--- config.mk ---
export PLATFORM = sky130hd
export DESIGN_NAME = ppa_arbiter
export DESIGN_NICKNAME = d
export VERILOG_FILES = /design/src/rtl/ppa_pkg.sv /design/src/rtl/ppa_poll_engine.sv /design/src/rtl/ppa_tick_timer.sv /design/src/rtl/ppa_arb_fsm.sv /design/src/rtl/ppa_arbiter.sv
export SDC_FILE = /design/constraint.sdc
export NUM_CORES = 1
export LEC_CHECK = 0
export BUFFER_PORTS_ARGS = -buffer_cell sky130_fd_sc_hd__buf_2
export CAP_MARGIN = 30
export CELL_PAD_IN_SITES_DETAIL_PLACEMENT = 2
export CELL_PAD_IN_SITES_GLOBAL_PLACEMENT = 2
export CORE_MARGIN = 2
export CORE_UTILIZATION = 36
export CTS_CLUSTER_SIZE = 25
export DETAILED_ROUTE_END_ITERATION = 12
export HOLD_SLACK_MARGIN = 0.12
export PLACE_DENSITY = 0.86
export SYNTH_ARGS = -nofsm -noshare
export SYNTH_HDL_FRONTEND = slang
export SYNTH_HIERARCHICAL = 1
export SYNTH_SLANG_ARGS = --single-unit
--- constraint.sdc ---
create_clock -name clk -period 2.4 [get_ports clk]
set_input_delay 0.48 -clock clk [delete_from_list [all_inputs] [get_ports clk]]
set_output_delay 0.48 -clock clk [all_outputs]
set_load 0.02 [all_outputs]
--- src/rtl/ppa_pkg.sv ---
package ppa_pkg;

    typedef enum logic [2:0] {
        ARB_ACTIVE   = 3'd0,
        ARB_STOPPING = 3'd1,
        ARB_GRANTED  = 3'd2,
        ARB_IDLE_OFF = 3'd3,
        ARB_STARTING = 3'd4,
        ARB_BLOCKED  = 3'd5
    } arb_state_t;

    localparam logic [1:0] STAT_RUN  = 2'b11;
    localparam logic [1:0] STAT_HALT = 2'b00;

    typedef struct packed {
        logic en;
        logic gnt;
    } arb_ctrl_t;

    function automatic logic is_running(input logic [1:0] st);
        return st == STAT_RUN;
    endfunction

    function automatic arb_ctrl_t ctrl_of(input arb_state_t s);
        arb_ctrl_t c;
        c.en  = (s == ARB_ACTIVE) || (s == ARB_STARTING) || (s == ARB_BLOCKED);
        c.gnt = (s == ARB_GRANTED);
        return c;
    endfunction

endpackage

--- src/rtl/ppa_poll_engine.sv ---
module ppa_poll_engine
    import ppa_pkg::*;
#(
    parameter int ENG_DELAY = 4
) (
    input  logic       clk,
    input  logic       rst,
    input  logic       en,
    input  logic       hold,
    output logic [1:0] status
);
    localparam int CW = $clog2(ENG_DELAY + 1);

    logic          running;
    logic [CW-1:0] cnt;

    always_ff @(posedge clk) begin
        if (rst) begin
            running <= 1'b1;
            cnt     <= '0;
        end else if (en == running) begin
            cnt <= '0;
        end else if (!hold) begin
            if (cnt == CW'(ENG_DELAY - 1)) begin
                running <= en;
                cnt     <= '0;
            end else begin
                cnt <= cnt + 1'b1;
            end
        end
    end

    assign status = running ? STAT_RUN : STAT_HALT;

endmodule

--- src/rtl/ppa_tick_timer.sv ---
module ppa_tick_timer #(
    parameter int LIMIT = 10
) (
    input  logic clk,
    input  logic rst,
    input  logic run,
    input  logic tick,
    output logic expire
);
    localparam int CW = $clog2(LIMIT + 1);

    logic [CW-1:0] cnt;

    assign expire = run && tick && (cnt == CW'(LIMIT - 1));

    always_ff @(posedge clk) begin
        if (rst || !run) begin
            cnt <= '0;
        end else if (tick) begin
            cnt <= expire ? '0 : cnt + 1'b1;
        end
    end

endmodule

--- src/rtl/ppa_arb_fsm.sv ---
module ppa_arb_fsm
    import ppa_pkg::*;
(
    input  logic       clk,
    input  logic       rst,
    input  logic       host_req,
    input  logic [1:0] status,
    input  logic       reen_expire,
    input  logic       tmo_expire,
    output arb_state_t state,
    output logic       poll_en,
    output logic       gnt,
    output logic       err
);
    arb_state_t nxt;
    logic       err_nxt;
    arb_ctrl_t  ctl;

    always_comb begin
        nxt     = state;
        err_nxt = 1'b0;
        unique case (state)
            ARB_ACTIVE:   if (host_req) nxt = ARB_STOPPING;
            ARB_STOPPING: begin
                if (!is_running(status)) begin
                    nxt = ARB_GRANTED;
                end else if (tmo_expire) begin
                    nxt     = ARB_BLOCKED;
                    err_nxt = 1'b1;
                end
            end
            ARB_GRANTED:  if (!host_req) nxt = ARB_IDLE_OFF;
            ARB_IDLE_OFF: begin
                if (host_req)         nxt = ARB_GRANTED;
                else if (reen_expire) nxt = ARB_STARTING;
            end
            ARB_STARTING: begin
                if (is_running(status)) begin
                    nxt = ARB_ACTIVE;
                end else if (tmo_expire) begin
                    nxt     = ARB_IDLE_OFF;
                    err_nxt = 1'b1;
                end
            end
            ARB_BLOCKED:  if (!host_req) nxt = ARB_ACTIVE;
            default:      nxt = ARB_ACTIVE;
        endcase
    end

    always_ff @(posedge clk) begin
        if (rst) begin
            state <= ARB_ACTIVE;
            err   <= 1'b0;
        end else begin
            state <= nxt;
            err   <= err_nxt;
        end
    end

    assign ctl     = ctrl_of(state);
    assign poll_en = ctl.en;
    assign gnt     = ctl.gnt;

endmodule

--- src/rtl/ppa_arbiter.sv ---
module ppa_arbiter
    import ppa_pkg::*;
#(
    parameter int REENABLE_MS = 10,
    parameter int TIMEOUT_MS  = 1000,
    parameter int ENG_DELAY   = 4
) (
    input  logic       clk,
    input  logic       rst,
    input  logic       host_req,
    input  logic       ms_tick,
    input  logic       poll_hold,
    output logic       poll_en,
    output logic [1:0] poll_status,
    output logic       host_gnt,
    output logic       err
);
    arb_state_t state;
    logic       reen_run, reen_exp;
    logic       tmo_run, tmo_exp;

    assign reen_run = (state == ARB_IDLE_OFF);
    assign tmo_run  = (state == ARB_STOPPING) || (state == ARB_STARTING);

    ppa_tick_timer #(.LIMIT(REENABLE_MS)) u_reen_timer (
        .clk(clk), .rst(rst), .run(reen_run), .tick(ms_tick), .expire(reen_exp)
    );

    ppa_tick_timer #(.LIMIT(TIMEOUT_MS)) u_tmo_timer (
        .clk(clk), .rst(rst), .run(tmo_run), .tick(ms_tick), .expire(tmo_exp)
    );

    ppa_arb_fsm u_fsm (
        .clk(clk), .rst(rst), .host_req(host_req), .status(poll_status),
        .reen_expire(reen_exp), .tmo_expire(tmo_exp), .state(state),
        .poll_en(poll_en), .gnt(host_gnt), .err(err)
    );

    ppa_poll_engine #(.ENG_DELAY(ENG_DELAY)) u_engine (
        .clk(clk), .rst(rst), .en(poll_en), .hold(poll_hold), .status(poll_status)
    );

endmodule

=== After elaboration in Yosys (flattened, before gate mapping) ===
Index checks and enable logic that the tools add are counted.

* Bits in registers: 22
* Latch bits: 0
* RAM bits: 0
* Bits in read-only memories: 0
* Output and inout bits: 5
* Memories: 0

* Add/sub/neg operators: 3
* Multiply operators: 0
* Div/mod/pow operators: 0
* Magnitude comparators: 0
* Eq/ne operators: 16
* Shift-type cells: 0
* Muxes and demuxes: 18
* Bitwise gates (word level): 2
* Reductions and logical operators: 15

{| class="wikitable"
|+ Operator list
! kind !! number
|-
| two-way mux 3 bit || 10
|-
| one-hot mux 3 bit (6 select lines) || 1
|-
| adder 10 x 1 -> 10 bit (second input constant) || 1
|-
| == test 10 bit (second input constant) || 1
|-
| two-way mux 10 bit || 1
|-
| == test 3 x 2 -> 1 bit (second input constant) || 3
|-
| == test 3 bit (second input constant) || 2
|-
| != test 2 bit (second input constant) || 3
|-
| != test 3 bit (second input constant) || 2
|-
| AND reduction 6 bit || 1
|-
| logical OR 1 bit || 5
|-
| adder 4 x 1 -> 4 bit (second input constant) || 1
|-
| == test 4 bit (second input constant) || 1
|-
| logical AND 1 bit || 4
|-
| two-way mux 4 bit || 1
|-
| adder 3 x 1 -> 3 bit (second input constant) || 1
|-
| == test 3 x 1 -> 1 bit (second input constant) || 1
|-
| zero test 3 bit || 1
|-
| two-way mux 1 bit || 3
|-
| != test 3 x 1 -> 1 bit (second input constant) || 1
|-
| AND reduction 3 bit || 1
|-
| == test 2 bit (second input constant) || 1
|-
| zero test 1 bit || 2
|-
| two-way mux 2 bit || 1
|-
| 4 further kinds || 5
|}

=== Depth between registers and ports, before layout ===
Gate-level depths: netlist of the first run.

* Depth in word-level cells: 7
* Mapped depth: 8
* Mapped depth without buffers: 8

=== Hierarchy ===
The synthesis of the first run kept the hierarchy.

{| class="wikitable"
|+ By module, submodules not included
! module !! instances !! cells an instance !! area each (µm²)
|-
| ppa_tick_timer at u_tmo_timer || 1 || 56 || 519.2
|-
| ppa_arb_fsm || 1 || 40 || 344.1
|-
| ppa_tick_timer at u_reen_timer || 1 || 22 || 205.2
|-
| ppa_poll_engine || 1 || 22 || 196.4
|-
| ppa_arbiter || 1 || 4 || 20.0
|}

=== Worst setup path after synthesis of the first run ===
OpenSTA, ideal clock, no wires.

* Kind: flip-flop to flip-flop
* From: register u_tmo_timer.cnt[0]
* To: register u_fsm.state[0]
* Arrival time: 1.805 ns
* Data required time: 2.279 ns
* Slack: 0.474 ns
* Cell stages (with the launch flop): 7
* Path buffers: 0
* Path through: dfxtp_1 > ha_1 > nand4_2 > nor4_1 > nor2_1 > a211o_2 > mux2_4

* Word-level cells in the longest chain between the ends: 4
* Elaborated cells between the ends (all ways): 5
* Those cells by class: 3 x eq/ne; 2 x reduce/logical

{| class="wikitable"
|+ Ends and longest elaborated chain
! item !! RTL line !! source
|-
| start: declaration || ppa_tick_timer.sv:12 || <nowiki>logic [CW-1:0] cnt;</nowiki>
|-
| start signal: assignment || ppa_tick_timer.sv:20 || <nowiki>cnt <= expire ? '0 : cnt + 1'b1;</nowiki>
|-
| == test 10 bit * || ppa_tick_timer.sv:14 || <nowiki>assign expire = run && tick && (cnt == CW'(LIMIT - 1));</nowiki>
|-
| logical AND 1 bit * || ppa_tick_timer.sv:14 ||
|-
| named net tmo_exp || ppa_arbiter.sv:20 || <nowiki>logic tmo_run, tmo_exp;</nowiki>
|-
| != test 3 x 1 -> 1 bit (no line) or != test 3 bit (tied branches) || - ||
|-
| AND reduction 6 bit (no line) * || - ||
|-
| end signal: assignment || ppa_arb_fsm.sv:55 || <nowiki>state <= nxt;</nowiki>
|-
| end: declaration || ppa_arb_fsm.sv:10 || <nowiki>output arb_state_t state,</nowiki>
|}

Mark *: on every way through the listed nets, which the timed path passes. The rest lies on a longest branch.
A chain may end at the register's enable or synchronous reset.

=== Worst setup path in the final report of the first run ===
* From: register u_fsm.state[2]
* To: register u_fsm.state[0]

* Word-level cells in the longest chain between the ends: 6
* Elaborated cells between the ends (all ways): 19
* Those cells by class: 11 x eq/ne; 1 x mux; 7 x reduce/logical

{| class="wikitable"
|+ Ends and longest elaborated chain
! item !! RTL line !! source
|-
| == test 3 x 1 -> 1 bit or == test 3 bit (tied branches) || ppa_arbiter.sv:23 || <nowiki>assign tmo_run = (state == ARB_STOPPING) || (state == ARB_STARTING);</nowiki>
|-
| logical OR 1 bit * || ppa_arbiter.sv:23 ||
|-
| named net tmo_run || ppa_arbiter.sv:20 ||
|-
| logical AND 1 bit * (2 in a row) || ppa_tick_timer.sv:14 ||
|-
| named net tmo_exp || ppa_arbiter.sv:20 ||
|-
| != test 3 x 1 -> 1 bit (no line) or != test 3 bit (tied branches) || - ||
|-
| AND reduction 6 bit (no line) * || - ||
|}

Marked as above.

==> tab_implementation.tex, run 1 <==
\begin{tabular}{lr}
\hline
Metric & Value \\
\hline
\multicolumn{2}{l}{\textbf{Status}} \\
Outcome & finished, final reports clean \\
\multicolumn{2}{l}{\textbf{CTS}} \\
Root Buffer & clkbuf\_4 \\
Depth of the CTS H-tree & 1 \\
Clk slew on worst S/H paths & 0.12 ns \\
Number of gates resized after CTS & 0 \\
Skew-Pair Late Insertion Delay & 0.31 ns \\
CTS Hold Buffers Added & 0 \\
Maximum buffer depth of the clock tree & 2 \\
Cts bufs inserted & 3 \\
Number of setup buffers added after CTS & 0 \\
Clock Sink Count & 22 \\
Clock tree from TritonCTS & yes \\
\multicolumn{2}{l}{\textbf{Logic synthesis}} \\
Number of synthesized register bits & 22 \\
Register area share after synthesis & 0.343 \\
Post-synthesis share of cell area spent on xor and xnor gates & 0.0545 \\
Syn\_nets & 153 \\
Combinational family with the most area after synthesis & simple AND/OR/NAND/NOR gates \\
Area of the mapped netlist & 1280 um2 \\
Adder-cell share of the synthesized area & 0.0389 \\
Multiplexer area fraction after synthesis & 0.0438 \\
Count of cell types in the netlist & 52 \\
Post-Synth Simple-Gate Area & 0.298 \\
Mean instance size in the synthesized netlist & 8.92 um2 \\
Compound-gate portion of the synthesized area & 0.168 \\
Number of instances in the synthesized netlist & 144 \\
Synth warn & 6 \\
\multicolumn{2}{l}{\textbf{Power and ir drop}} \\
Static Leak & 0.548 nW \\
Cell Pwr Density & 710 nW/um2 \\
Sequential cell fraction of total power & 0.452 \\
P\_int & 637 uW \\
Switching power as a share of total power & 0.357 \\
Logic gate share of total power & 0.338 \\
Peak supply drop & 0.399 mV \\
Clock group share of total power & 0.210 \\
Sw Pwr & 354 uW \\
\multicolumn{2}{l}{\textbf{Die}} \\
IO Count & 10 \\
Die width & 63.7 um \\
Area of the die & 4060 um2 \\
FP Rows & 21 \\
Y dimension of the die & 63.7 um \\
Core Region & 3390 um2 \\
Initial core utilization & 0.379 \\
\multicolumn{2}{l}{\textbf{Setup path}} \\
Family with the most delay on the worst path & simple AND/OR/NAND/NOR gates \\
Critical path's slowest cell & dfxtp\_1 \\
Most repeated library cell on the critical path & nor2\_1 \\
Nature of the critical path endpoint & flip-flop \\
Cell Chain, Critical Path & xnor2\_1 -> nor2\_1 -> inv\_1 -> nor4\_1 -> nor2\_1 -> a211o\_2 -> mux2\_4 \\
Highest net fanout along the worst path & 10 \\
Setup crit start kind & flip-flop \\
WP data required & 2.61 ns \\
CP bufs+invs & 1 \\
Data arrival time of the critical path & 2.41 ns \\
Worst Path Class, Setup & reg -> reg \\
Crit-path max cell delay & 0.60 ns \\
\multicolumn{2}{l}{\textbf{STA}} \\
Final setup vio count & 0 \\
Max-slew violation count & 0 \\
RSZ-0062 raised after global routing & false \\
Number of failing hold endpoints at the final stage & 0 \\
Fin Clk Skew & 0.00178 ns \\
Part of the cycle the worst path needs & 0.916 \\
Fmax & 455 MHz \\
Final sum of negative setup slack & 0 ns \\
Slew at the pin closest to its max-slew limit & 0.477 ns \\
Worst-case headroom to the max-slew limit & 0.682 \\
Time the worst path needs with I/O delays and setup & 2.20 ns \\
\multicolumn{2}{l}{\textbf{Route}} \\
Final ANT Viol Nets & 0 \\
DRC Markers & 0 \\
Starting DRT DRC Count & 7 \\
Number of detailed-route iterations in the first pass & 4 \\
DRT Wirelength & 3.29 mm \\
Vias per Instance & 5.41 \\
Routed wire length per instance & 16.5 um \\
Total via count after detailed routing & 1077 \\
\multicolumn{2}{l}{\textbf{Place}} \\
Hpwl dp & 2.52 mm \\
Total of buffers placed on input and output ports & 9 \\
Inst Count DP & 195 \\
Final estimated routing congestion in global placement & 0.704 \\
Placed cell areas & 1360 um2 \\
\multicolumn{2}{l}{\textbf{Finish}} \\
Fraction of final layout cells sized beyond drive strength 1 & 0.196 \\
Antenna diode count & 0 \\
Area growth syn-to-layout & 8.67\% \\
Final std cell area, no fill & 1400 um2 \\
Post-layout instance count excluding filler cells & 199 \\
NumNets Final & 163 \\
\multicolumn{2}{l}{\textbf{Worst hold path}} \\
Worst min-delay path category & in -> reg \\
\multicolumn{2}{l}{\textbf{GRT}} \\
Largest net degree at the start of global routing & 16 \\
Via count of the first global-routing pass & 1231 \\
Wire length of the first global-routing pass & 5.80 mm \\
Initial antenna violation count & 0 \\
Total routing usage reported by global routing & 0.179 \\
Total overflow reported by the global router & 0 \\
\multicolumn{2}{l}{\textbf{Job}} \\
Max capacitance violation total & 0 \\
\hline
\end{tabular}
## layout by cell type, fill, tap and decap left out, types with 4 or more instances in the layout
cell	instances
nor2_1	15
a21oi_1	6
inv_1	7
buf_2	9
nand2_1	12
xor2_1	6
dfxtp_1	22
ha_1	4
o21ai_0	7
nor2b_1	6
or3_1	4
## final timing paths
kind | from | end | slack [ns] | cells after the start
setup / recovery | u_fsm/state[2]$_SDFFE_PP0P_ | u_fsm/state[0]$_SDFFE_PP0P_ | 0.20 | 7
hold / removal | poll_hold | u_engine/cnt[0]$_SDFFE_PP0N_ | 0.47 | 3
setup reg to reg | u_fsm/state[2]$_SDFFE_PP0P_ | u_fsm/state[0]$_SDFFE_PP0P_ | 0.20 | 7
hold reg to reg | u_engine/cnt[0]$_SDFFE_PP0N_ | u_engine/cnt[0]$_SDFFE_PP0N_ | 0.51 | 2
## worst register-to-register path, cell delays in order, from the launching register on
cell and delay [ns]:
dfxtp_1 0.60, xnor2_1 0.13, nor2_1 0.17, inv_1 0.06, nor4_1 0.36, nor2_1 0.08, a211o_2 0.39, mux2_4 0.31
## synthesized netlist by cell type (all sizes together)
| cell | n | share of area |
|---|---|---|
| nand3 | 3 | 0.016 |
| nor4 | 1 | 0.0049 |
| and4 | 2 | 0.015 |
| or3b | 1 | 0.0068 |
| o21ai | 7 | 0.027 |
| buf | 5 | 0.030 |
| and3b | 1 | 0.0068 |
| a211oi | 1 | 0.0097 |
| o211ai | 1 | 0.0058 |
| clkbuf | 1 | 0.0029 |
| or3 | 4 | 0.019 |
| nor2b | 7 | 0.040 |
| a2bb2oi | 1 | 0.0068 |
| xnor2 | 2 | 0.014 |
| a211o | 2 | 0.015 |
| nor3 | 1 | 0.0039 |
| nand4 | 5 | 0.041 |
| or4 | 1 | 0.0058 |
| nor3b | 1 | 0.0097 |
| xor2 | 6 | 0.041 |
| inv | 7 | 0.020 |
| mux2i | 3 | 0.023 |
| o22ai | 2 | 0.0097 |
| nand2 | 12 | 0.035 |
| and3 | 1 | 0.0049 |
| nand2b | 2 | 0.0097 |
| ha | 4 | 0.039 |
| mux2 | 2 | 0.020 |
| a311o | 1 | 0.0078 |
| dfxtp | 22 | 0.34 |
| o211a | 1 | 0.0078 |
| nand4bb | 1 | 0.0088 |
| o221ai | 1 | 0.0068 |
| a22oi | 1 | 0.0058 |
| nor2 | 15 | 0.044 |
| nand3b | 1 | 0.0058 |
| or2 | 2 | 0.0097 |
| o31ai | 2 | 0.026 |
| a21oi | 7 | 0.030 |
| a31oi | 2 | 0.0097 |
| or2b | 2 | 0.012 |
## power by group through the flow
stage	clock network, mW	registers, mW	logic [mW]
floorplan	0	0.429	0.286
global placement	0	0.449	0.305
detailed placement	0	0.455	0.333
CTS	0.224	0.446	0.339
global route	0.235	0.456	0.364
finish	0.208	0.448	0.335
## cell families (layout without fill, tap and decap cells)
logic type / count (synthesis) / in the layout
simple gates: 63 / 63
compound gates: 29 / 29
flops: 22 / 22
buf+inv: 13 / 22
xor+xnor: 8 / 8
mux: 5 / 5
fa+ha+maj: 4 / 4
## flip-flops by register name, summed over array words and instances, names as in the netlist
| name | cells |
|---|---|
| u_engine/cnt | 3 |
| u_engine/running | 1 |
| u_fsm/err | 1 |
| u_fsm/state | 3 |
| u_reen_timer/cnt | 4 |
| u_tmo_timer/cnt | 10 |
## per-stage QoR
stage	worst slack (ns)	util	hold WS (ns)	total power [mW]
finish	0.203	0.412	0.473	0.991
detailed placement	0.227	0.401	0.491	0.788
CTS	0.200	0.412	0.456	1.01
global route	0.0611	0.412	0.470	1.06
global placement	0.347	0.401	0.464	0.754
floorplan	0.474	-	0.449	0.714
## layer usage
metal	track usage	wire length [um]	vias up
li1	-	-	532
met1	0.190	1380	531
met2	0.357	1800	10
met3	0.0387	65	4
met4	0.0380	42	0
met5	0	0	-
## final cells by class
cell class              instances  area (um2)
clock buffers                   4        36.3
fillers                       387        1990
inverters                       7        26.3
multi-input cells             109         776
flip-flops and latches         22         440
well taps                      46        57.6
repair buffers                 11        60.1
No activity file was read; power rests on OpenSTA's default activity.
==> inputs of run 2 (changes only) <==
--- a/config.mk
+++ b/config.mk
@@ -5,7 +5,7 @@
 export SDC_FILE = /design/constraint.sdc
 export NUM_CORES = 1
 export LEC_CHECK = 0
-export BUFFER_PORTS_ARGS = -buffer_cell sky130_fd_sc_hd__buf_2
+export BUFFER_PORTS_ARGS = -buffer_cell sky130_fd_sc_hd__clkbuf_2
 export CAP_MARGIN = 30
 export CELL_PAD_IN_SITES_DETAIL_PLACEMENT = 2
 export CELL_PAD_IN_SITES_GLOBAL_PLACEMENT = 2
==> run 2 against run 1 <==
  * Critical path depth is the same
  * Clock-buffer cell count shrank 1
  * Sequential share of layout area fell by 0.24 points
  * Largest cell class unchanged
==> tab_implementation.tex, run 2 (synthesis results as in run 1) <==
\begin{tabular}{lr}
\hline
Metric & Value \\
\hline
\multicolumn{2}{l}{\textbf{Finish}} \\
Final std cell area, no fill & 1420 um2 \\
Leading cell type in the layout, fill and taps excluded & dfxtp\_1 \\
Highest-count cells in the layout ignoring fill and taps & dfxtp\_1, nor2\_1, nand2\_1 \\
Sequential cell area & 443 um2 \\
Antenna diode count & 0 \\
Largest reg by FF count & u\_tmo\_timer/cnt \\
Fraction of final layout cells sized beyond drive strength 1 & 0.209 \\
Max reg flops & 10 \\
NumNets Final & 163 \\
Area growth syn-to-layout & 10.1\% \\
Area of the multi-input gates & 776 um2 \\
Regs by FF count & u\_tmo\_timer/cnt: 10 flops, u\_reen\_timer/cnt: 4 flops \\
Filler instances & 400 \\
\multicolumn{2}{l}{\textbf{Route}} \\
Vias per Instance & 5.42 \\
DRC Markers & 0 \\
Routed wire length per instance & 16.8 um \\
Starting DRT DRC Count & 23 \\
Total via count after detailed routing & 1078 \\
Number of detailed-route iterations in the first pass & 2 \\
DRT Wirelength & 3.34 mm \\
Final ANT Viol Nets & 0 \\
\multicolumn{2}{l}{\textbf{CTS}} \\
Maximum buffer depth of the clock tree & 2 \\
Skew-Pair Late Insertion Delay & 0.32 ns \\
Clock Sink Count & 22 \\
Cts bufs inserted & 3 \\
Root Buffer & clkbuf\_4 \\
Clk slew on worst S/H paths & 0.14 ns \\
Clock tree from TritonCTS & yes \\
Number of setup buffers added after CTS & 0 \\
Depth of the CTS H-tree & 1 \\
\multicolumn{2}{l}{\textbf{Place}} \\
Total of buffers placed on input and output ports & 9 \\
Final estimated routing congestion in global placement & 0.745 \\
DP Worst Slack & 0.233 ns \\
Hpwl dp & 2.34 mm \\
Placed cell areas & 1360 um2 \\
\multicolumn{2}{l}{\textbf{Power and ir drop}} \\
Sw Pwr & 370 uW \\
Cell Pwr Density & 768 nW/um2 \\
Peak supply drop & 0.364 mV \\
P\_int & 716 uW \\
Logic gate share of total power & 0.311 \\
Static Leak & 0.558 nW \\
Sequential cell fraction of total power & 0.417 \\
Switching power as a share of total power & 0.341 \\
Clock group share of total power & 0.273 \\
\multicolumn{2}{l}{\textbf{Setup path}} \\
Most repeated library cell on the critical path & nor2\_1 \\
Setup crit start kind & flip-flop \\
Worst Path Class, Setup & reg -> reg \\
Nature of the critical path endpoint & flip-flop \\
Cell Chain, Critical Path & xnor2\_1 -> nor2\_1 -> inv\_1 -> nor4\_1 -> nor2\_1 -> a211o\_2 -> mux2\_4 \\
Critical path's slowest cell & dfxtp\_2 \\
Data arrival time of the critical path & 2.35 ns \\
Family with the most delay on the worst path & simple AND/OR/NAND/NOR gates \\
WP data required & 2.62 ns \\
Crit-path max cell delay & 0.49 ns \\
Highest net fanout along the worst path & 13 \\
Flop-to-flop setup slack & 0.27 ns \\
CP bufs+invs & 1 \\
\multicolumn{2}{l}{\textbf{STA}} \\
Part of the cycle the worst path needs & 0.886 \\
Fin Clk Skew & 0.00333 ns \\
Final setup margin & 0.273 ns \\
Final sum of negative setup slack & 0 ns \\
RSZ-0062 raised after global routing & false \\
Worst-case headroom to the max-slew limit & 0.657 \\
Slew at the pin closest to its max-slew limit & 0.514 ns \\
Number of failing hold endpoints at the final stage & 0 \\
Fin Hold WS & 0.469 ns \\
Fmax & 470 MHz \\
Max-slew violation count & 0 \\
Final setup vio count & 0 \\
Time the worst path needs with I/O delays and setup & 2.13 ns \\
\multicolumn{2}{l}{\textbf{GRT}} \\
Largest net degree at the start of global routing & 16 \\
Total overflow reported by the global router & 0 \\
Via count of the first global-routing pass & 1234 \\
Total routing usage reported by global routing & 0.187 \\
Wire length of the first global-routing pass & 5.94 mm \\
Initial antenna violation count & 0 \\
\multicolumn{2}{l}{\textbf{Die}} \\
Y dimension of the die & 63.7 um \\
Area of the die & 4060 um2 \\
Die width & 63.7 um \\
FP Rows & 21 \\
IO Count & 10 \\
Core Region & 3390 um2 \\
Initial core utilization & 0.379 \\
\multicolumn{2}{l}{\textbf{Job}} \\
Max capacitance violation total & 0 \\
\multicolumn{2}{l}{\textbf{Status}} \\
Outcome & finished, final reports clean \\
\multicolumn{2}{l}{\textbf{Worst hold path}} \\
Worst min-delay path category & in -> reg \\
\hline
\end{tabular}
[run 2: cell type report]
| class | count | share of cell area |
|---|---|---|
| timing repair buffer | 11 | 0.0424 |
| sequential | 22 | 0.313 |
| tap | 46 | 0.0407 |
| clock inverter | 1 | 0.0212 |
| inverter | 7 | 0.0186 |
| clock buffer | 3 | 0.0159 |
| multi-input combinational | 109 | 0.548 |
[run 2: path summary, 6_finish.rpt]
kind,to,cells past startpoint,from
max,u_fsm/state[0]$_SDFFE_PP0P_,7,u_fsm/state[0]$_SDFFE_PP0P_
min,u_engine/cnt[0]$_SDFFE_PP0N_,3,poll_hold
max reg2reg,u_fsm/state[0]$_SDFFE_PP0P_,7,u_fsm/state[0]$_SDFFE_PP0P_
min reg2reg,u_engine/cnt[2]$_SDFFE_PP0N_,2,u_engine/cnt[2]$_SDFFE_PP0N_
[run 2: timing repair]
item	in CTS	in global routing
endpoints found under the setup margin	0	1
hold buffers	0	0
resized for setup	0	2
[run 2: per-layer routing]
layer / GRT usage / share of wire / vias up / routed length (um)
met3: 0.0335 / 0.020 / 4 / 68
met2: 0.346 / 0.53 / 12 / 1780
met1: 0.215 / 0.43 / 531 / 1450
met4: 0.0598 / 0.012 / 0 / 41
li1: - / - / 531 / -
met5: 0 / 0 / - / 0
[run 2: power groups by stage]
stage	logic [mW]	registers, mW	clock network [mW]
3_5_place_dp	0.323	0.455	0
4_1_cts	0.340	0.447	0.304
3_3_place_gp	0.305	0.450	0
5_1_grt	0.369	0.461	0.319
6_report	0.337	0.453	0.296
2_1_floorplan	0.286	0.429	0
[run 2: worst min-delay path: cells and delay by family]
kind,cells,cell delay [ns]
and+or+nand+nor,1,0.10
AOI/OAI and AO/OA,1,0.05
buffers and inverters,1,0.13
[run 2: metrics by stage]
stage | utilization | power [mW] | instances
finish | 0.417 | 1.09 | 199
CTS | 0.417 | 1.09 | 199
floorplan | - | 0.714 | 144
global placement | 0.401 | 0.756 | 195
detailed placement | 0.401 | 0.778 | 195
global route | 0.417 | 1.15 | 199
